**config.mk**
```make
export PLATFORM = sky130hd
export DESIGN_NAME = gpio_port_irq
export DESIGN_NICKNAME = d
export VERILOG_FILES = /design/src/rtl/gpio_port_pkg.sv /design/src/rtl/gpio_port_sync.sv /design/src/rtl/gpio_port_detect.sv /design/src/rtl/gpio_port_regs.sv /design/src/rtl/gpio_port_irq.sv
export SDC_FILE = /design/constraint.sdc
export NUM_CORES = 1
export LEC_CHECK = 0
export ABC_AREA = 1
export BUFFER_PORTS_ARGS = -buffer_cell sky130_fd_sc_hd__buf_2
export CORE_MARGIN = 3
export CORE_UTILIZATION = 40
export CTS_CLUSTER_SIZE = 14
export DETAILED_ROUTE_END_ITERATION = 10
export HOLD_SLACK_MARGIN = 0.08
export PLACE_DENSITY = 0.65
export SKIP_LAST_GASP = 1
export SYNTH_ARGS = -nofsm -noshare
export SYNTH_HDL_FRONTEND = slang
export SYNTH_SLANG_ARGS = --single-unit
```
**constraint.sdc**
```tcl
create_clock -name clk -period 3.65 [get_ports clk]
set_input_delay 0.1825 -clock clk [delete_from_list [all_inputs] [get_ports clk]]
set_output_delay 0.1825 -clock clk [all_outputs]
set_load 0.05 [all_outputs]
```
**src/rtl/gpio_port_pkg.sv**
```systemverilog
package gpio_port_pkg;

   localparam int REG_IDX_W = 3;

   localparam logic [REG_IDX_W-1:0] REG_DOUT   = 3'd0;
   localparam logic [REG_IDX_W-1:0] REG_DIR    = 3'd1;
   localparam logic [REG_IDX_W-1:0] REG_PAD    = 3'd2;
   localparam logic [REG_IDX_W-1:0] REG_CFG_LO = 3'd3;
   localparam logic [REG_IDX_W-1:0] REG_CFG_HI = 3'd4;
   localparam logic [REG_IDX_W-1:0] REG_MASK   = 3'd5;
   localparam logic [REG_IDX_W-1:0] REG_STAT   = 3'd6;
   localparam logic [REG_IDX_W-1:0] REG_BOTH   = 3'd7;

   typedef enum logic [1:0] {
      TRIG_LOW  = 2'b00,
      TRIG_HIGH = 2'b01,
      TRIG_RISE = 2'b10,
      TRIG_FALL = 2'b11
   } trig_e;

endpackage

```
**src/rtl/gpio_port_sync.sv**
```systemverilog
module gpio_port_sync #(
   parameter int WIDTH  = 32,
   parameter int STAGES = 2
) (
   input  logic             clk,
   input  logic             rst_n,
   input  logic [WIDTH-1:0] d_async,
   output logic [WIDTH-1:0] q_sync
);
   if (STAGES < 2) begin : g_bad_stages
      $error("gpio_port_sync: STAGES must be at least 2");
   end

   logic [WIDTH-1:0] chain_q [STAGES];

   for (genvar s = 0; s < STAGES; s++) begin : g_stage
      always_ff @(posedge clk or negedge rst_n) begin
         if (!rst_n) chain_q[s] <= '0;
         else if (s == 0) chain_q[s] <= d_async;
         else chain_q[s] <= chain_q[(s == 0) ? 0 : s-1];
      end
   end

   assign q_sync = chain_q[STAGES-1];
endmodule

```
**src/rtl/gpio_port_detect.sv**
```systemverilog
module gpio_port_detect
   import gpio_port_pkg::*;
(
   input  logic       cur,
   input  logic       prev,
   input  logic [1:0] trig,
   input  logic       any_edge,
   output logic       hit
);
   logic rise, fall, cond;

   assign rise = cur & ~prev;
   assign fall = ~cur & prev;

   always_comb begin
      unique case (trig_e'(trig))
         TRIG_LOW:  cond = ~cur;
         TRIG_HIGH: cond = cur;
         TRIG_RISE: cond = rise;
         TRIG_FALL: cond = fall;
         default:   cond = 1'b0;
      endcase
   end

   assign hit = any_edge ? (rise | fall) : cond;
endmodule

```
**src/rtl/gpio_port_regs.sv**
```systemverilog
module gpio_port_regs
   import gpio_port_pkg::*;
#(
   parameter int NPINS = 32
) (
   input  logic                 clk,
   input  logic                 rst_n,
   input  logic                 wr_en,
   input  logic [REG_IDX_W-1:0] idx,
   input  logic [NPINS-1:0]     wr_data,
   input  logic [NPINS-1:0]     evt,
   input  logic [NPINS-1:0]     pad_sync,
   output logic [NPINS-1:0]     dout_q,
   output logic [NPINS-1:0]     dir_q,
   output logic [NPINS-1:0]     cfg_lo_q,
   output logic [NPINS-1:0]     cfg_hi_q,
   output logic [NPINS-1:0]     mask_q,
   output logic [NPINS-1:0]     both_q,
   output logic [NPINS-1:0]     stat_q,
   output logic [NPINS-1:0]     rd_data
);
   logic             stat_wr;
   logic [NPINS-1:0] clr_bits;

   assign stat_wr  = wr_en && (idx == REG_STAT);
   assign clr_bits = stat_wr ? wr_data : '0;

   always_ff @(posedge clk or negedge rst_n) begin
      if (!rst_n) begin
         dout_q   <= '0;
         dir_q    <= '0;
         cfg_lo_q <= '0;
         cfg_hi_q <= '0;
         mask_q   <= '0;
         both_q   <= '0;
         stat_q   <= '0;
      end else begin
         if (wr_en) begin
            case (idx)
               REG_DOUT:   dout_q   <= wr_data;
               REG_DIR:    dir_q    <= wr_data;
               REG_CFG_LO: cfg_lo_q <= wr_data;
               REG_CFG_HI: cfg_hi_q <= wr_data;
               REG_MASK:   mask_q   <= wr_data;
               REG_BOTH:   both_q   <= wr_data;
               default: ;
            endcase
         end
         // an event in the same clock outranks the clear
         stat_q <= (stat_q & ~clr_bits) | evt;
      end
   end

   always_comb begin
      case (idx)
         REG_DOUT:   rd_data = dout_q;
         REG_DIR:    rd_data = dir_q;
         REG_PAD:    rd_data = pad_sync;
         REG_CFG_LO: rd_data = cfg_lo_q;
         REG_CFG_HI: rd_data = cfg_hi_q;
         REG_MASK:   rd_data = mask_q;
         REG_STAT:   rd_data = stat_q;
         REG_BOTH:   rd_data = both_q;
         default:    rd_data = '0;
      endcase
   end

   // bits written with 1 and not re-flagged are gone next clock
   p_w1c_r8: assert property (@(posedge clk) disable iff (!rst_n)
      stat_wr |=> ((stat_q & $past(wr_data & ~evt)) == '0));

   // without a clearing write no pending bit drops
   p_sticky_r8: assert property (@(posedge clk) disable iff (!rst_n)
      !stat_wr |=> ((stat_q & $past(stat_q)) == $past(stat_q)));

   // every flagged event is pending next clock, clear or not
   p_set_wins_r9: assert property (@(posedge clk) disable iff (!rst_n)
      (|evt) |=> ((stat_q & $past(evt)) == $past(evt)));
endmodule

```
**src/rtl/gpio_port_irq.sv**
```systemverilog
module gpio_port_irq
   import gpio_port_pkg::*;
#(
   parameter int NPINS       = 32,
   parameter int SYNC_STAGES = 2
) (
   input  logic                 clk,
   input  logic                 rst_n,
   input  logic [REG_IDX_W-1:0] bus_addr,
   input  logic                 bus_we,
   input  logic [NPINS-1:0]     bus_wdata,
   output logic [NPINS-1:0]     bus_rdata,
   input  logic [NPINS-1:0]     pad_in,
   output logic [NPINS-1:0]     pad_out,
   output logic [NPINS-1:0]     pad_oe,
   output logic                 irq_lo,
   output logic                 irq_hi,
   output logic                 irq_any
);
   localparam int HALF    = NPINS / 2;
   localparam int PRIME_N = SYNC_STAGES + 1;
   localparam int PRIME_W = $clog2(PRIME_N + 1);

   if ((NPINS % 2) != 0 || NPINS < 2) begin : g_bad_npins
      $error("gpio_port_irq: NPINS must be even and at least 2");
   end

   logic [NPINS-1:0]   pad_sync, prev_q, raw_evt, evt;
   logic [NPINS-1:0]   dout_q, dir_q, cfg_lo_q, cfg_hi_q, mask_q, both_q, stat_q;
   logic [NPINS-1:0]   armed;
   logic [PRIME_W-1:0] prime_cnt;
   logic               primed;

   gpio_port_sync #(.WIDTH(NPINS), .STAGES(SYNC_STAGES)) u_sync (
      .clk     (clk),
      .rst_n   (rst_n),
      .d_async (pad_in),
      .q_sync  (pad_sync)
   );

   always_ff @(posedge clk or negedge rst_n) begin
      if (!rst_n) begin
         prev_q    <= '0;
         prime_cnt <= '0;
      end else begin
         prev_q <= pad_sync;
         if (!primed) prime_cnt <= prime_cnt + 1'b1;
      end
   end

   assign primed = (prime_cnt == PRIME_W'(PRIME_N));

   for (genvar i = 0; i < NPINS; i++) begin : g_pin
      logic [1:0] trig;
      if (i < HALF) begin : g_lo
         assign trig = cfg_lo_q[2*i +: 2];
      end else begin : g_hi
         assign trig = cfg_hi_q[2*(i-HALF) +: 2];
      end
      gpio_port_detect u_det (
         .cur      (pad_sync[i]),
         .prev     (prev_q[i]),
         .trig     (trig),
         .any_edge (both_q[i]),
         .hit      (raw_evt[i])
      );
   end

   assign evt = primed ? raw_evt : '0;

   gpio_port_regs #(.NPINS(NPINS)) u_regs (
      .clk      (clk),
      .rst_n    (rst_n),
      .wr_en    (bus_we),
      .idx      (bus_addr),
      .wr_data  (bus_wdata),
      .evt      (evt),
      .pad_sync (pad_sync),
      .dout_q   (dout_q),
      .dir_q    (dir_q),
      .cfg_lo_q (cfg_lo_q),
      .cfg_hi_q (cfg_hi_q),
      .mask_q   (mask_q),
      .both_q   (both_q),
      .stat_q   (stat_q),
      .rd_data  (bus_rdata)
   );

   assign pad_out = dout_q;
   assign pad_oe  = dir_q;
   assign armed   = stat_q & mask_q;
   assign irq_lo  = |armed[HALF-1:0];
   assign irq_hi  = |armed[NPINS-1:HALF];
   assign irq_any = |armed;

   // a write to the output register reaches the pads next clock
   p_out_write_r2: assert property (@(posedge clk) disable iff (!rst_n)
      (bus_we && bus_addr == REG_DOUT) |=> (pad_out == $past(bus_wdata)));

   // any synchronized transition on an override pin becomes pending
   p_both_edge_r7: assert property (@(posedge clk) disable iff (!rst_n)
      (primed && (((pad_sync ^ prev_q) & both_q) != '0))
      |=> ((stat_q & $past((pad_sync ^ prev_q) & both_q))
           == $past((pad_sync ^ prev_q) & both_q)));
endmodule

```
==> flow_summary.ini, run 1 <==
[worst_setup_path]
critical_path.startpoint_type = primary input
slowest_delay_ps = 530
end_kind = output pin
required_ps = 3470
slowest_stage = clkinv_2
cp_top_family = buffers and inverters
reg2reg_slack_ps = 1870
cp_num_buf_inv = 4
worstPathCellList = buf_4 > clkinv_2 > buf_4 > nand3_1 > nand2_1 > nor2_1 > nand3_1 > buf_2
crit_type = primary input to output pin
reg2reg_from = prime_cnt[0]
cp-startpoint = bus_addr[2]
crit_fanout = 39
critPathArrivalTime_ps = 2330

[power]
p_leak_nw = 10.4
power.density_nw_per_um2 = 558
ir_drop_mv = 0.268
finalPower_mw = 10.9

[detailed_routing]
wl_per_cell_um = 18.5
postRouteAntennaNets = 0
vias = 14700
dr.pass1.iters = 9
drtIter0Drc = 1373
drc = 0
totalWireLength_um = 51500
viasPerCell = 5.28

[hold_path]
worst_hold_path_type = primary input to flop
hold_start = bus_we

[final_layout]
drive_gt1_frac = 0.134
final_core_util = 0.486
final_cell_mix = 662 x nand2_1, 322 x dfrtp_1, 227 x inv_1
nets = 2366
instances_no_fill = 2783
n_antenna_cell = 0
fin_area_um2 = 19500
areaGrowthSynthToFinish_pct = 19.0
final_common_cell = nand2_1
n_fill_cell = 3735

[placed_design]
hpwl_um = 34500
place_area_um2 = 17600
placed_cells = 2652
portBuffers = 168
pre_cts_slack_ps = 1200
gp_congestion = 0.855

[cts]
htree_levels = 2
clkLatencyLatePin_ps = 550
root_buffer = clkbuf_16
clock_path_buffers = 3
clkTransAtPathRegs_ps = 60
cts_tree = yes
cts_sinks = 322
cts_setup_buffers = 0
numCtsBuffers = 37

[sta]
period_share = 0.687
setup_violations = 0
worst_hold_slack_ps = 144
setup_slack_ps = 1140
setup_tns_ps = 0
maxSlewHeadroom = 0.365
fin_crit_ps = 2510
tightest_slew_ps = 950
rsz0062_at_grt = false
timing.fmax_mhz = 399
skew_ps = 18.1
final-hold-violation-count = 0
drv_slew = 0

[floorplanning]
ios = 169
core_um2 = 40100
num_rows = 73
dieArea_um2 = 43400
start_util = 0.409
die_h_um = 208
dieWidth_um = 208

[grt]
grtUsageTotal = 0.236
grt_max_degree = 104
grt-ovfl-total = 0
grt_pass1_vias = 14400
antenna_found_initial = 1
grt_first_pass_wirelength_um = 82000

[synthesis]
yosysSeqAreaShare = 0.492
synth_flop_cell = dfrtp_1
ys_ff_latch = 322
syn-num-nets = 2168
ys_async_sr_fraction = 1.00
synthCells = 2033
synth.avg_cell_area_um2 = 8.06
yosys_warnings = 0
synth_area_um2 = 16400
synth_edf_count = 0
ys_types = 29

[run_status]
outcome = finished, final reports clean

[run]
max-cap-violations = 0
==> synth_stat cells, types with 3 or more instances <==
| cell type | n | area (um^2) |
|---|---|---|
| nand2_1 | 662 | 2480 |
| dfrtp_1 | 322 | 8060 |
| inv_1 | 228 | 856 |
| nand3_1 | 143 | 716 |
| nand4_1 | 128 | 801 |
| o21ai_0 | 115 | 576 |
| nor2_1 | 106 | 398 |
| ha_1 | 65 | 813 |
| buf_2 | 49 | 245 |
| o21ai_1 | 45 | 225 |
| nand3b_1 | 34 | 255 |
| a21oi_1 | 32 | 160 |
| o21ai_2 | 32 | 280 |
| clkbuf_1 | 28 | 105 |
| buf_6 | 12 | 135 |
| buf_1 | 8 | 30.0 |
| buf_4 | 8 | 60.1 |
| nor2_4 | 3 | 33.8 |
==> registers in the layout, indices dropped and copies added (netlist names) <==
name	cells
prev_q	32
u_sync.chain_q	32
u_regs.dout_q	32
u_regs.mask_q	32
u_sync.q_sync	32
u_regs.cfg_lo_q	32
u_regs.stat_q	32
u_regs.dir_q	32
u_regs.both_q	32
prime_cnt	2
u_regs.cfg_hi_q	32
==> power by group <==
part | internal, mW | total (mW) | leakage, nW | switching, mW
Combinational | 0.743 | 2.49 | 5.98 | 1.74
Clock | 2.29 | 3.80 | 0.606 | 1.51
Sequential | 4.04 | 4.58 | 3.84 | 0.542
==> cells by family after synthesis <==
logic type      Yosys count  share of synthesized area
compound gates          224                     0.0757
buf+inv                 336                     0.0882
simple gates           1085                      0.294
fa+ha+maj                65                     0.0496
xor+xnor                  1                   0.000535
flops                   322                      0.492
==> timing repair <==
item / in CTS / in global routing
hold endpoints to repair: 312 / 0
hold buffers: 65 / 0
resized for setup: 0 / 0
==> metal layers <==
metal | global-route usage | vias up | wire (um)
met4 | 0.0879 | 2 | 2000
met5 | 0 | - | 13
li1 | - | 6979 | -
met2 | 0.385 | 550 | 24100
met3 | 0.0431 | 110 | 3420
met1 | 0.315 | 7047 | 22000
==> worst register-to-register path, delay by kind of cell (launching register included) <==
family	cells	cell delay [ps]
and+or+nand+nor	2	220
AOI/OAI and AO/OA	1	100
DFF	1	400
adders and majority gates	1	250
buffers and inverters	1	700
==> path summary, 6_finish.rpt <==
path / end / depth (start not counted)
min in group asynchronous: u_sync.q_sync[24] / 2
min: u_regs.cfg_hi_q[30] / 3
max: bus_rdata[23] / 8
max reg2reg: u_regs.stat_q[19] / 5
min reg2reg: u_sync.q_sync[3] / 0
max in group asynchronous: u_regs.dir_q[15] / 3
==> area by class of cell <==
cell class | instances | area, um^2 | area share
Sequential cell | 322 | 8060 | 0.413
Multi-Input combinational cell | 1375 | 6880 | 0.353
Timing Repair Buffer | 264 | 1790 | 0.0919
Clock buffer | 55 | 1100 | 0.0562
Inverter | 231 | 871 | 0.0447
Tap cell | 525 | 657 | 0.0337
Clock inverter | 11 | 140 | 0.00719
No activity file was read; power rests on OpenSTA's default activity.
==> run 2: changes to the inputs <==
--- a/config.mk
+++ b/config.mk
@@ -12,7 +12,7 @@
 export CTS_CLUSTER_SIZE = 14
 export DETAILED_ROUTE_END_ITERATION = 10
 export HOLD_SLACK_MARGIN = 0.08
-export PLACE_DENSITY = 0.65
+export PLACE_DENSITY = 0.67
 export SKIP_LAST_GASP = 1
 export SYNTH_ARGS = -nofsm -noshare
 export SYNTH_HDL_FRONTEND = slang
==> constraint.sdc (replaced) <==
create_clock -name clk -period 2.3 [get_ports clk]
set_input_delay 0.115 -clock clk [delete_from_list [all_inputs] [get_ports clk]]
set_output_delay 0.115 -clock clk [all_outputs]
set_load 0.05 [all_outputs]
==> run 2 against run 1 <==
Net effect: wire length down 0.29%; global-route usage down 0.14 points; sequential share of layout area decreased by 0.45 points; clock power up 58%; highest routed layer is now met4; sequential power up 59%; register-to-register slack worse by 960 ps; final cell count grew 0.40%; largest cell class unchanged; setup slack lost 930 ps; combinational power is 61% higher; die area unchanged; final area rose by 1.1%; first-iteration DRC count increased by 2.1%.
==> flow_summary.ini, run 2 (synthesis results as in run 1) <==
[run_status]
outcome = finished, final reports clean

[placed_design]
portBuffers = 168
gp_congestion = 0.916
pre_cts_slack_ps = 414
placed_cells = 2662
hpwl_um = 34700

[worst_setup_path]
end_kind = output pin
critical_path.startpoint_type = flop
crit_fanout = 3
crit_type = flop to output pin
critPathArrivalTime_ps = 1970
required_ps = 2180

[cts]
root_buffer = clkbuf_16
cts_tree = yes
cts_setup_buffers = 0
cts_resized = 0
htree_levels = 2
clock_path_buffers = 3
numCtsBuffers = 38
cts_sinks = 322
clkTransAtPathRegs_ps = 60
cts_hold_buf = 65
clkLatencyLatePin_ps = 540

[power]
power.density_nw_per_um2 = 876
finalPower_mw = 17.3
ir_drop_mv = 0.458
p_leak_nw = 10.5

[final_layout]
n_antenna_cell = 0
final_cell_mix = 662 x nand2_1, 322 x dfrtp_1, 228 x inv_1
final_common_cell = nand2_1
drive_gt1_frac = 0.138
instances_no_fill = 2794
final_core_util = 0.492
areaGrowthSynthToFinish_pct = 20.3
nets = 2377

[grt]
grt_max_degree = 99
grtUsageTotal = 0.235
grt-ovfl-total = 0
grt_pass1_vias = 14800
antenna_found_initial = 0
grt_first_pass_wirelength_um = 81700

[floorplanning]
die_h_um = 208
core_um2 = 40100
num_rows = 73
start_util = 0.409
dieWidth_um = 208
ios = 169
dieArea_um2 = 43400

[sta]
maxSlewHeadroom = 0.564
setup_tns_ps = 0
fin_crit_ps = 2090
period_share = 0.907
rsz0062_at_grt = false
setup_violations = 0
skew_ps = 16.7
setup_slack_ps = 214
tightest_slew_ps = 654
timing.fmax_mhz = 479
final-hold-violation-count = 0
drv_slew = 0

[detailed_routing]
viasPerCell = 5.31
drc = 0
totalWireLength_um = 51300
drtIter0Drc = 1402
vias = 14800
dr.pass1.iters = 5
wl_per_cell_um = 18.4
postRouteAntennaNets = 0

[hold_path]
worst_hold_path_type = primary input to async pin

[run]
max-cap-violations = 0
run 2: where the power goes:
group	leakage (nW)	switching (mW)	total [mW]	internal, mW
logic	6.07	2.78	4.00	1.22
clock network	0.615	2.39	6.00	3.61
registers	3.84	0.851	7.26	6.41
run 2: worst paths after layout:
| path | start | end | slack [ps] | cells past startpoint |
|---|---|---|---|---|
| worst max register to register | prime_cnt[0] | u_regs.stat_q[16] | 910 | 6 |
| worst max-delay path | u_regs.mask_q[3] | irq_any | 210 | 7 |
| max in group asynchronous | rst_n | u_regs.both_q[29] | 1250 | 3 |
| worst min-delay path | rst_n | prev_q[24] | 180 | 2 |
| min in group clk | pad_in[12] | u_sync.chain_q[44] | 220 | 2 |
| worst min register to register | u_sync.chain_q[50] | u_sync.q_sync[18] | 350 | 0 |
run 2: layout make-up:
type / instances / area [um^2]
Inverter: 231 / 870
Fill cell: 3773 / 20400
Sequential cell: 322 / 8060
Clock inverter: 9 / 76.3
Tap cell: 525 / 657
Multi-Input combinational cell: 1375 / 6880
Clock buffer: 58 / 1170
Timing Repair Buffer: 274 / 2000
run 2: worst max-delay path: stages, from the launching register on:
cell     delay (ps)
dfrtp_1         390
nand2_1          90
nand2_1          60
nor2_1          170
nand2_1          90
nor2_1          350
nand2_1          80
buf_2           220
run 2: through the flow:
stage	hold WS [ps]	area, um^2
floorplan	-181	16400
global placement	152	17800
detailed placement	153	17800
CTS	193	19700
global route	219	19700
finish	177	19700
run 2: routing by layer:
layer  vias to the layer above  wire length (um)  share of wire  track usage
met5                         -                 0              0            0
met4                         0              1660          0.032       0.0830
li1                       6990                 -              -            -
met2                       603             23800           0.46        0.377
met3                       105              3970          0.077       0.0386
met1                      7129             21900           0.43        0.323
==> run 3: changes to the inputs <==
--- a/config.mk
+++ b/config.mk
@@ -5,14 +5,13 @@
 export SDC_FILE = /design/constraint.sdc
 export NUM_CORES = 1
 export LEC_CHECK = 0
-export ABC_AREA = 1
 export BUFFER_PORTS_ARGS = -buffer_cell sky130_fd_sc_hd__buf_2
 export CORE_MARGIN = 3
 export CORE_UTILIZATION = 40
 export CTS_CLUSTER_SIZE = 14
 export DETAILED_ROUTE_END_ITERATION = 10
 export HOLD_SLACK_MARGIN = 0.08
-export PLACE_DENSITY = 0.67
+export PLACE_DENSITY = 0.65
 export SKIP_LAST_GASP = 1
 export SYNTH_ARGS = -nofsm -noshare
 export SYNTH_HDL_FRONTEND = slang
==> constraint.sdc (replaced) <==
create_clock -name clk -period 2.7 [get_ports clk]
set_input_delay 0.135 -clock clk [delete_from_list [all_inputs] [get_ports clk]]
set_output_delay 0.135 -clock clk [all_outputs]
set_load 0.05 [all_outputs]
==> run 3 against run 2 <==
Net effect: final cell count down 28%; clock skew down 3.1 ps; core utilization up 0.45 points; final area down 4.5%; register-to-register slack worse by 110 ps; sequential cell count unchanged; synthesized area is 5.6% lower; hold slack got worse by 59 ps; via count is 27% lower.
==> flow_summary.ini, run 3 <==
[grt]
grt-ovfl-total = 0
grt_max_degree = 69
grt_pass1_vias = 11300
grt_first_pass_wirelength_um = 66900
antenna_found_initial = 1
grtUsageTotal = 0.210

[placed_design]
hpwl_um = 29900
portBuffers = 168
gp_congestion = 0.872

[worst_setup_path]
slowest_stage = dfrtp_1
critPathArrivalTime_ps = 2490
critical_path.startpoint_type = flop
crit_fanout = 3
crit_type = flop to output pin
worstPathCellList = a22o_1 > a221oi_1 > nand4_1 > or2_2 > buf_2
required_ps = 2570
reg2reg_slack_ps = 800
slowest_delay_ps = 400
end_kind = output pin

[floorplanning]
dieArea_um2 = 41100
num_rows = 71
ios = 169
die_h_um = 203
dieWidth_um = 203
start_util = 0.408
core_um2 = 37900

[hold_path]
worst_hold_path_type = primary input to async pin

[cts]
numCtsBuffers = 36
clock_path_buffers = 3
htree_levels = 2
cts_sinks = 322
cts_setup_buffers = 0
clkTransAtPathRegs_ps = 60
root_buffer = clkbuf_16
clkLatencyLatePin_ps = 530
cts_tree = yes

[power]
power.density_nw_per_um2 = 786
ir_drop_mv = 0.653
finalPower_mw = 14.8
p_leak_nw = 8.80

[final_layout]
final_cell_mix = 322 x dfrtp_1, 180 x mux2_2, 165 x buf_2
nets = 1620
areaGrowthSynthToFinish_pct = 21.6
final_core_util = 0.496
n_antenna_cell = 0
final_common_cell = dfrtp_1
drive_gt1_frac = 0.323

[detailed_routing]
drtIter0Drc = 636
postRouteAntennaNets = 0
totalWireLength_um = 43300
drc = 0
viasPerCell = 5.34
wl_per_cell_um = 21.4
vias = 10800
dr.pass1.iters = 5

[synthesis]
ys_ff_latch = 322
synth_edf_count = 0
yosys.cell_count.top_type = dfrtp_1
synthCells = 1244
syn-num-nets = 1379
synth.avg_cell_area_um2 = 12.4
synth_area_um2 = 15500
synth_common_cells = 322 x dfrtp_1, 180 x mux2_2, 103 x nand2_1
ys_types = 41
synthTopCellsByArea = dfrtp_1 52%, mux2_2 13%, ha_1 5.3%
yosys_warnings = 0
synth_flop_cell = dfrtp_1
synth.top_cell.area_share = 0.521
yosys.area.top_type = dfrtp_1
ys_async_sr_fraction = 1.00
yosysSeqAreaShare = 0.521

[sta]
maxSlewHeadroom = 0.579
rsz0062_at_grt = false
setup_violations = 0
drv_slew = 0
setup_tns_ps = 0
worst_hold_slack_ps = 118
timing.fmax_mhz = 381
fin_crit_ps = 2630
final-hold-violation-count = 0
tightest_slew_ps = 632
skew_ps = 13.6
period_share = 0.973

[run]
max-cap-violations = 0

[run_status]
outcome = finished, final reports clean
## run 3: final timing paths
path / from / endpoint / cells after the start
setup / recovery: u_regs.stat_q[30] / irq_any / 5
hold / removal: rst_n / u_sync.q_sync[9] / 2
setup reg to reg: prime_cnt[0] / u_regs.stat_q[5] / 4
hold reg to reg: u_sync.chain_q[53] / u_sync.q_sync[21] / 0
max in group asynchronous: rst_n / u_regs.dir_q[14] / 3
min in group clk: bus_we / u_regs.cfg_lo_q[27] / 3
## run 3: layout make-up
class                   instances  area, um^2
clock buffers                  56        1120
clock inverters                10        60.1
multi-input cells             793        6830
fillers                      3366       19100
inverters                      66         248
well taps                     511         639
repair buffers                266        1870
flip-flops and latches        322        8060
## run 3: stage by stage
stage               worst slack (ps)  instances  instance area, um^2
floorplan                        613       1244                15500
global placement                 466       1893                17000
detailed placement               444       1893                17000
CTS                             31.1       2024                18800
global route                    20.9       2024                18800
finish                          73.9       2024                18800
## run 3: routing by layer
| layer | share of wire | track usage | up-vias | wire length, um |
|---|---|---|---|---|
| met3 | 0.060 | 0.0369 | 67 | 2580 |
| met2 | 0.47 | 0.342 | 329 | 20400 |
| met1 | 0.44 | 0.290 | 5500 | 19200 |
| met5 | 0.00016 | 0 | - | 7 |
| li1 | - | - | 4911 | - |
| met4 | 0.026 | 0.0641 | 2 | 1150 |
## run 3: critical path, delay by kind of cell, from the launching register on
kind | cells | cell delay [ps]
simple gates | 2 | 730
compound gates | 2 | 610
flops | 1 | 400
buf+inv | 1 | 210
## run 3: timing repair
| item | in CTS | in global routing |
|---|---|---|
| endpoints found under the setup margin | 0 | 1 |
| hold buffers | 65 | 0 |
| resized for setup | 0 | 1 |
| endpoints found under the hold margin | 578 | 0 |
## run 3: power breakdown
part | switching [mW] | internal (mW)
registers | 0.832 | 5.56
logic | 2.11 | 1.45
clock network | 1.99 | 2.85
total | 4.93 | 9.87
## run 3: cells by family after synthesis
| kind of cell | synth area share |
|---|---|
| fa+ha+maj | 0.0526 |
| buf+inv | 0.0391 |
| simple gates | 0.0567 |
| compound gates | 0.0881 |
| flops | 0.521 |
| xor+xnor | 0.0164 |
| mux | 0.226 |
